$ cat config.mk
export PLATFORM = sky130hd
export DESIGN_NAME = smp_iir_filter
export DESIGN_NICKNAME = d
export VERILOG_FILES = /design/src/rtl/siir_pkg.sv /design/src/rtl/siir_tag_gate.sv /design/src/rtl/siir_shift_sel.sv /design/src/rtl/siir_core.sv /design/src/rtl/smp_iir_filter.sv
export SDC_FILE = /design/constraint.sdc
export NUM_CORES = 1
export LEC_CHECK = 0
export ABC_AREA = 1
export BUFFER_PORTS_ARGS = -buffer_cell sky130_fd_sc_hd__buf_2
export CAP_MARGIN = 20
export CORE_ASPECT_RATIO = 1.2
export CORE_UTILIZATION = 45
export CTS_BUF_LIST = sky130_fd_sc_hd__clkbuf_16
export CTS_CLUSTER_SIZE = 25
export DETAILED_ROUTE_END_ITERATION = 12
export SLEW_MARGIN = 40
export SYNTH_ARGS = -nofsm -noshare
export SYNTH_HDL_FRONTEND = slang
export SYNTH_SLANG_ARGS = --single-unit
$ cat constraint.sdc
create_clock -name clk -period 8.9 [get_ports clk]
set_input_delay 0.445 -clock clk [delete_from_list [all_inputs] [get_ports clk]]
set_output_delay 0.445 -clock clk [all_outputs]
set_load 0.03 [all_outputs]
$ cat src/rtl/siir_pkg.sv
package siir_pkg;
    // Smoothing codes; the first LIN_CODES map to shift = code + 1.
    typedef enum logic [2:0] {
        COEF_K2  = 3'd0,
        COEF_K4  = 3'd1,
        COEF_K8  = 3'd2,
        COEF_K16 = 3'd3,
        COEF_K64 = 3'd4
    } coef_sel_e;

    localparam int unsigned LIN_CODES = 4;
    localparam int unsigned TOP_SHIFT = 6;
endpackage

$ cat src/rtl/siir_tag_gate.sv
module siir_tag_gate #(
    parameter int unsigned CHAN_W   = 4,
    parameter int unsigned NUM_CHAN = 10
) (
    input  logic              in_valid,
    input  logic [CHAN_W-1:0] in_chan,
    input  logic              in_unit,
    input  logic              cfg_unit,
    input  logic              cfg_all_chan,
    input  logic [CHAN_W-1:0] cfg_chan,
    output logic              accept
);
    localparam logic [CHAN_W:0] CHAN_LIMIT = (CHAN_W+1)'(NUM_CHAN);

    logic chan_legal;
    logic chan_hit;
    logic unit_hit;

    always_comb begin
        chan_legal = ({1'b0, in_chan} < CHAN_LIMIT);
        chan_hit   = cfg_all_chan || (in_chan == cfg_chan);
        unit_hit   = (in_unit == cfg_unit);
        accept     = in_valid && unit_hit && chan_legal && chan_hit;
    end
endmodule

$ cat src/rtl/siir_shift_sel.sv
module siir_shift_sel #(
    parameter int unsigned MAX_SHIFT = siir_pkg::TOP_SHIFT,
    parameter int unsigned CODE_W    = 3,
    localparam int unsigned SH_W     = $clog2(MAX_SHIFT + 1),
    localparam int unsigned CODES    = 1 << CODE_W
) (
    input  logic [CODE_W-1:0] code,
    output logic [SH_W-1:0]   shift
);
    logic [SH_W-1:0] lut [CODES];

    for (genvar i = 0; i < CODES; i++) begin : g_lut
        localparam int unsigned SH = (i < siir_pkg::LIN_CODES) ? i + 1 : MAX_SHIFT;
        assign lut[i] = SH_W'(SH);
    end

    always_comb shift = lut[code];
endmodule

$ cat src/rtl/siir_core.sv
module siir_core #(
    parameter int unsigned DATA_W    = 12,
    parameter int unsigned FRAC_W    = siir_pkg::TOP_SHIFT,
    localparam int unsigned ST_W     = DATA_W + FRAC_W,
    localparam int unsigned SH_W     = $clog2(FRAC_W + 1)
) (
    input  logic              clk,
    input  logic              rst_n,
    input  logic              accept,
    input  logic              enable,
    input  logic [SH_W-1:0]   shift,
    input  logic [DATA_W-1:0] sample,
    output logic              res_valid,
    output logic [DATA_W-1:0] res_data
);
    typedef struct packed {
        logic              primed;
        logic [ST_W-1:0]   st;
        logic              vld;
        logic [DATA_W-1:0] dat;
    } core_t;

    core_t cur_q, nxt_d;

    logic signed [ST_W:0] diff;
    logic signed [ST_W:0] step;
    logic signed [ST_W:0] sum;
    logic [ST_W-1:0]      upd;
    logic [ST_W-1:0]      seed;

    always_comb begin
        seed = {sample, {FRAC_W{1'b0}}};
        diff = $signed({1'b0, seed}) - $signed({1'b0, cur_q.st});
        step = diff >>> shift;
        if (step == '0 && diff != '0) begin
            step = diff[ST_W] ? -(ST_W+1)'(1) : (ST_W+1)'(1);
        end
        sum = $signed({1'b0, cur_q.st}) + step;
        upd = sum[ST_W-1:0];

        nxt_d     = cur_q;
        nxt_d.vld = 1'b0;
        if (accept) begin
            nxt_d.vld = 1'b1;
            if (!enable) begin
                nxt_d.dat = sample;
            end else if (!cur_q.primed) begin
                nxt_d.st     = seed;
                nxt_d.dat    = sample;
                nxt_d.primed = 1'b1;
            end else begin
                nxt_d.st  = upd;
                nxt_d.dat = upd[ST_W-1:FRAC_W];
            end
        end
        if (!enable) nxt_d.primed = 1'b0;
    end

    always_ff @(posedge clk or negedge rst_n) begin
        if (!rst_n) cur_q <= '0;
        else        cur_q <= nxt_d;
    end

    assign res_valid = cur_q.vld;
    assign res_data  = cur_q.dat;


    first_load_chk: assert property (@(posedge clk) disable iff (!rst_n)
        (accept && enable && !cur_q.primed) |=> (cur_q.st == {$past(sample), {FRAC_W{1'b0}}}));


    no_overshoot_chk: assert property (@(posedge clk) disable iff (!rst_n)
        (accept && enable && cur_q.primed && (seed >= cur_q.st)) |=>
            (cur_q.st >= $past(cur_q.st) && cur_q.st <= {$past(sample), {FRAC_W{1'b0}}}));


    bypass_chk: assert property (@(posedge clk) disable iff (!rst_n)
        (accept && !enable) |=> (res_data == $past(sample) && !cur_q.primed));
endmodule

$ cat src/rtl/smp_iir_filter.sv
module smp_iir_filter #(
    parameter int unsigned DATA_W   = 12,
    parameter int unsigned CHAN_W   = 4,
    parameter int unsigned NUM_CHAN = 10,
    parameter int unsigned FRAC_W   = siir_pkg::TOP_SHIFT,
    localparam int unsigned SH_W    = $clog2(FRAC_W + 1)
) (
    input  logic              clk,
    input  logic              rst_n,
    input  logic              cfg_en,
    input  logic [2:0]        cfg_coef,
    input  logic              cfg_unit,
    input  logic              cfg_all_chan,
    input  logic [CHAN_W-1:0] cfg_chan,
    input  logic              in_valid,
    input  logic [DATA_W-1:0] in_data,
    input  logic [CHAN_W-1:0] in_chan,
    input  logic              in_unit,
    output logic              out_valid,
    output logic [DATA_W-1:0] out_data
);
    logic            accept;
    logic [SH_W-1:0] shift;

    siir_tag_gate #(.CHAN_W(CHAN_W), .NUM_CHAN(NUM_CHAN)) u_gate (
        .in_valid     (in_valid),
        .in_chan      (in_chan),
        .in_unit      (in_unit),
        .cfg_unit     (cfg_unit),
        .cfg_all_chan (cfg_all_chan),
        .cfg_chan     (cfg_chan),
        .accept       (accept)
    );

    siir_shift_sel #(.MAX_SHIFT(FRAC_W), .CODE_W(3)) u_shift (
        .code  (cfg_coef),
        .shift (shift)
    );

    siir_core #(.DATA_W(DATA_W), .FRAC_W(FRAC_W)) u_core (
        .clk       (clk),
        .rst_n     (rst_n),
        .accept    (accept),
        .enable    (cfg_en),
        .shift     (shift),
        .sample    (in_data),
        .res_valid (out_valid),
        .res_data  (out_data)
    );


    strobe_follow_chk: assert property (@(posedge clk) disable iff (!rst_n)
        accept |=> out_valid);


    strobe_cause_chk: assert property (@(posedge clk) disable iff (!rst_n)
        !accept |=> (!out_valid && $stable(out_data)));


    chan_range_chk: assert property (@(posedge clk) disable iff (!rst_n)
        ({1'b0, in_chan} >= (CHAN_W+1)'(NUM_CHAN)) |-> !accept);
endmodule

==> key figures <==
Final layout
  • Register Area: 800.8 um^2
  • Layout cells sized above 1: 8.060%
  • Multi-input logic area: between 2000 and 3000 um^2
  • ANT cells: 0
  • Fillcell total: roughly 1000
  • Final #Nets: slightly below 800
  • Synth-to-Final Area Change: 8.406%

Critical path
  • Worst r2r path cells: 28
  • CP max-delay cell: fa_1
  • Data required time of the critical path: ~9.1 ns
  • Worst setup EP type: flop
  • Reg-to-Reg End: u_core.cur_q[29]
  • Max stage delay on crit path: 0.46 ns
  • Reg2Reg Launch Point: u_core.cur_q[13]
  • Crit Path Category: flop to flop
  • Reg-to-reg setup timing slack: between 4 and 5 ns
  • CP most frequent cell: nand2_1
  • CP max FO: 8
  • Crit start category: flop
  • Worst Path Arrival: 4.80 ns

STA
  • WHS: 0.1023 ns
  • Final setup margin: around 4.3 ns
  • Hold Vio Cnt, Final: 0
  • Final min period: 4.647 ns
  • Max-slew violations: 0
  • Final TNS setup: 0 ns
  • RSZ-0062 raised after global routing: false
  • Skew final: around 0.0019 ns
  • Relative slew slack: a little under half
  • Final count of negative-setup-slack endpoints: 0
  • Fmax achieved: 0.2152 GHz
  • Worst-Margin Slew: 0.7893 ns
  • Period utilization: 52.21%

Global routing
  • First-pass GRT wire length: around 22000 um
  • Grt ovf: 0
  • GRT Overall Usage: between 20% and 30%
  • Initial antenna violation count: 0
  • Number of global-route vias before repair: 4442
  • Largest net degree at the start of global routing: 33

Clocking
  • Clk_lat worst skew: about 0.28 ns
  • Hold_buf cts: 0
  • CTS resizes: 0
  • H-Tree Depth: 2
  • CTS tree: built
  • Num Clock Sinks: 32
  • Root buf cell: clkbuf_16
  • Post-CTS setup buffers: 0
  • Clock tree buffer depth: 2
  • Num CTS Buffers: 5
  • Worst-path clk slew: about 0.050 ns

Pwr
  • VDD IR max: around 0.10 mV
  • Sequential Power Share: 16.7%
  • Power density over cell area: roughly 300 nW/um^2
  • Switching share of power: 54.68%
  • Internal power: 0.6136 mW
  • Clock Power Share: 12.0%
  • LEAKAGE: 2.524 nW
  • P_sw: 0.7403 mW
  • Combinational share of power: 71.4%
  • Tot Pwr: 1.354 mW

Synthesis
  • Count leader, synth: nand2_1
  • Sequential element share of the synthesized area: about a fifth
  • Area share of fa/ha/maj cells after synthesis: approximately a tenth
  • Post-Syn Area per Cell: slightly below 6 um^2
  • Total nets after synthesis: approximately 770
  • Count of cell types in the netlist: 37
  • Async S/R FF share, synth: 100.0%
  • Simple-gate portion of the synthesized area: 40.80%
  • Yosys top cell by area: nand2_1
  • Post-synth top cells: nand2_1, nand3_1, inv_1, nor2_1, a21oi_1
  • Synth Register Bits: 32
  • Post-synth EDFFs: 0
  • Mux contribution to synthesized area: 0%
  • Synthesis warning total: 0
  • Post-Syn Instances: between 700 and 800
  • Synth Area in Compound Gates: 14.60%
  • Most used flip-flop cell after synthesis: dfrtp_1
  • Xor-xnor portion of the synthesized cell area: 2.931%
  • Area share of the largest cell type after synthesis: 19.83%
  • Synth area leaders: nand2_1, dfrtp_1, nand3_1
  • Main combinational cell family by area after synthesis: simple AND/OR/NAND/NOR gates
  • Post-Syn Area: 4183 um^2

Route
  • Antenna-violating nets left: 0
  • Drt first pass iters: 5
  • Via count: 4652
  • Vias/cell: 5.460
  • Final WL: between 10000 and 15000 um
  • Drt drc: 0
  • DR WL/cell: 15.50 um
  • Number of DRC markers in iteration 0: a little over 300

Placed design
  • RePlAce Congestion: 1.021
  • Post-DP HPWL: 11020 um
  • Post-place setup slack: 4.125 ns
  • Port Buffer Count: between 40 and 50

Floorplan
  • Number of core rows: 38
  • Chip width: approximately 90 um
  • I/O pin count: 43
  • Core Footprint: 9034 um^2
  • Die H: 107.6 um
  • Die area: 9686 um^2
  • Starting Density: between 40% and 50%

Hold path
  • Hold Crit Class: primary input to asynchronous set/reset pin

Outcome
  • Status: completed

Flow run
  • MaxCap Viol Count: 0
-- cells in the final DEF, fill, tap and decap left out, types with 2 or more instances in the layout --
cell / Yosys / final
nor2_1: 44 / 43
nor3_1: 6 / 6
ha_1: 32 / 32
nand4_1: 9 / 9
buf_2: 6 / 41
nand3_1: 109 / 109
nand3b_1: 2 / 2
a21oi_1: 39 / 39
o21ai_0: 37 / 37
o21bai_1: 3 / 3
nor2_2: 3 / 4
o22ai_1: 4 / 4
nand2_1: 221 / 221
or2_2: 2 / 2
clkinv_1: 1 / 2
xor2_1: 4 / 4
clkbuf_16: 0 / 5
o211ai_1: 13 / 13
dfrtp_1: 32 / 32
inv_1: 91 / 93
buf_4: 13 / 4
a21o_1: 4 / 4
xnor2_1: 10 / 10
-- how the worst max path moves through the flow --
stage                        to        startpoint  slack (ns)  cells past startpoint
2_1_floorplan  u_core.cur_q[27]        in_data[6]        5.26                     25
3_3_place_gp   u_core.cur_q[29]       cfg_coef[0]        4.20                     25
3_5_place_dp   u_core.cur_q[27]       cfg_coef[0]        4.12                     22
4_1_cts        u_core.cur_q[29]  u_core.cur_q[13]        4.32                     28
5_1_grt        u_core.cur_q[29]       cfg_coef[0]        3.88                     23
6_report       u_core.cur_q[29]  u_core.cur_q[13]        4.25                     28
-- power by group through the flow --
stage | clock (mW) | sequential, mW | combinational [mW]
after floorplan | 0 | 0.212 | 0.750
after global placement | 0 | 0.228 | 0.951
after detailed placement | 0 | 0.226 | 0.955
after CTS | 0.164 | 0.225 | 0.958
after global routing | 0.171 | 0.230 | 1.09
final | 0.162 | 0.226 | 0.966
-- registers in the layout, indices dropped and copies added, names as in the netlist --
register and cells:
u_core.cur_q 19, u_core.res_data 12, u_core.res_valid 1
-- stage by stage --
step | cells | utilization, % | cell area (um^2)
after floorplan | 706 | - | 4183
after global placement | 844 | 48.63 | 4393
after detailed placement | 844 | 48.63 | 4393
after CTS | 852 | 50.14 | 4529
after global routing | 852 | 50.19 | 4534
final | 852 | 50.19 | 4534
-- cells by family (layout without fill, tap and decap cells) --
logic type | after synthesis | count (layout)
AND/OR/NAND/NOR | 400 | 400
buffers and inverters | 120 | 146
AO/OA/AOI/OAI | 107 | 107
adder cells (fa/ha/maj) | 33 | 33
flip-flops | 32 | 32
XOR/XNOR | 14 | 14
-- worst max-delay path: cells and delay by family (launching register included) --
| kind | cells | cell delay [ns] |
|---|---|---|
| simple gates | 16 | 1.82 |
| fa+ha+maj | 3 | 1.01 |
| compound gates | 7 | 0.94 |
| flops | 1 | 0.40 |
| buf+inv | 2 | 0.34 |
-- routing by layer --
layer  vias up  routed length, um  track usage (%)
met5         -                  0                0
li1       2375                  -                -
met4         0                382            12.10
met2       135               6468            50.44
met1      2123               5841            35.42
met3        19                516            1.907
-- layout make-up --
cell class              count  share of cell area, %
multi-input cells         554                  63.13
clock inverters             3                 0.2483
repair buffers             45                  5.188
well taps                 120                  3.311
flip-flops and latches     32                  17.66
clock buffers               5                  2.759
inverters                  93                  7.699
Power figures use the tool's default switching activity.
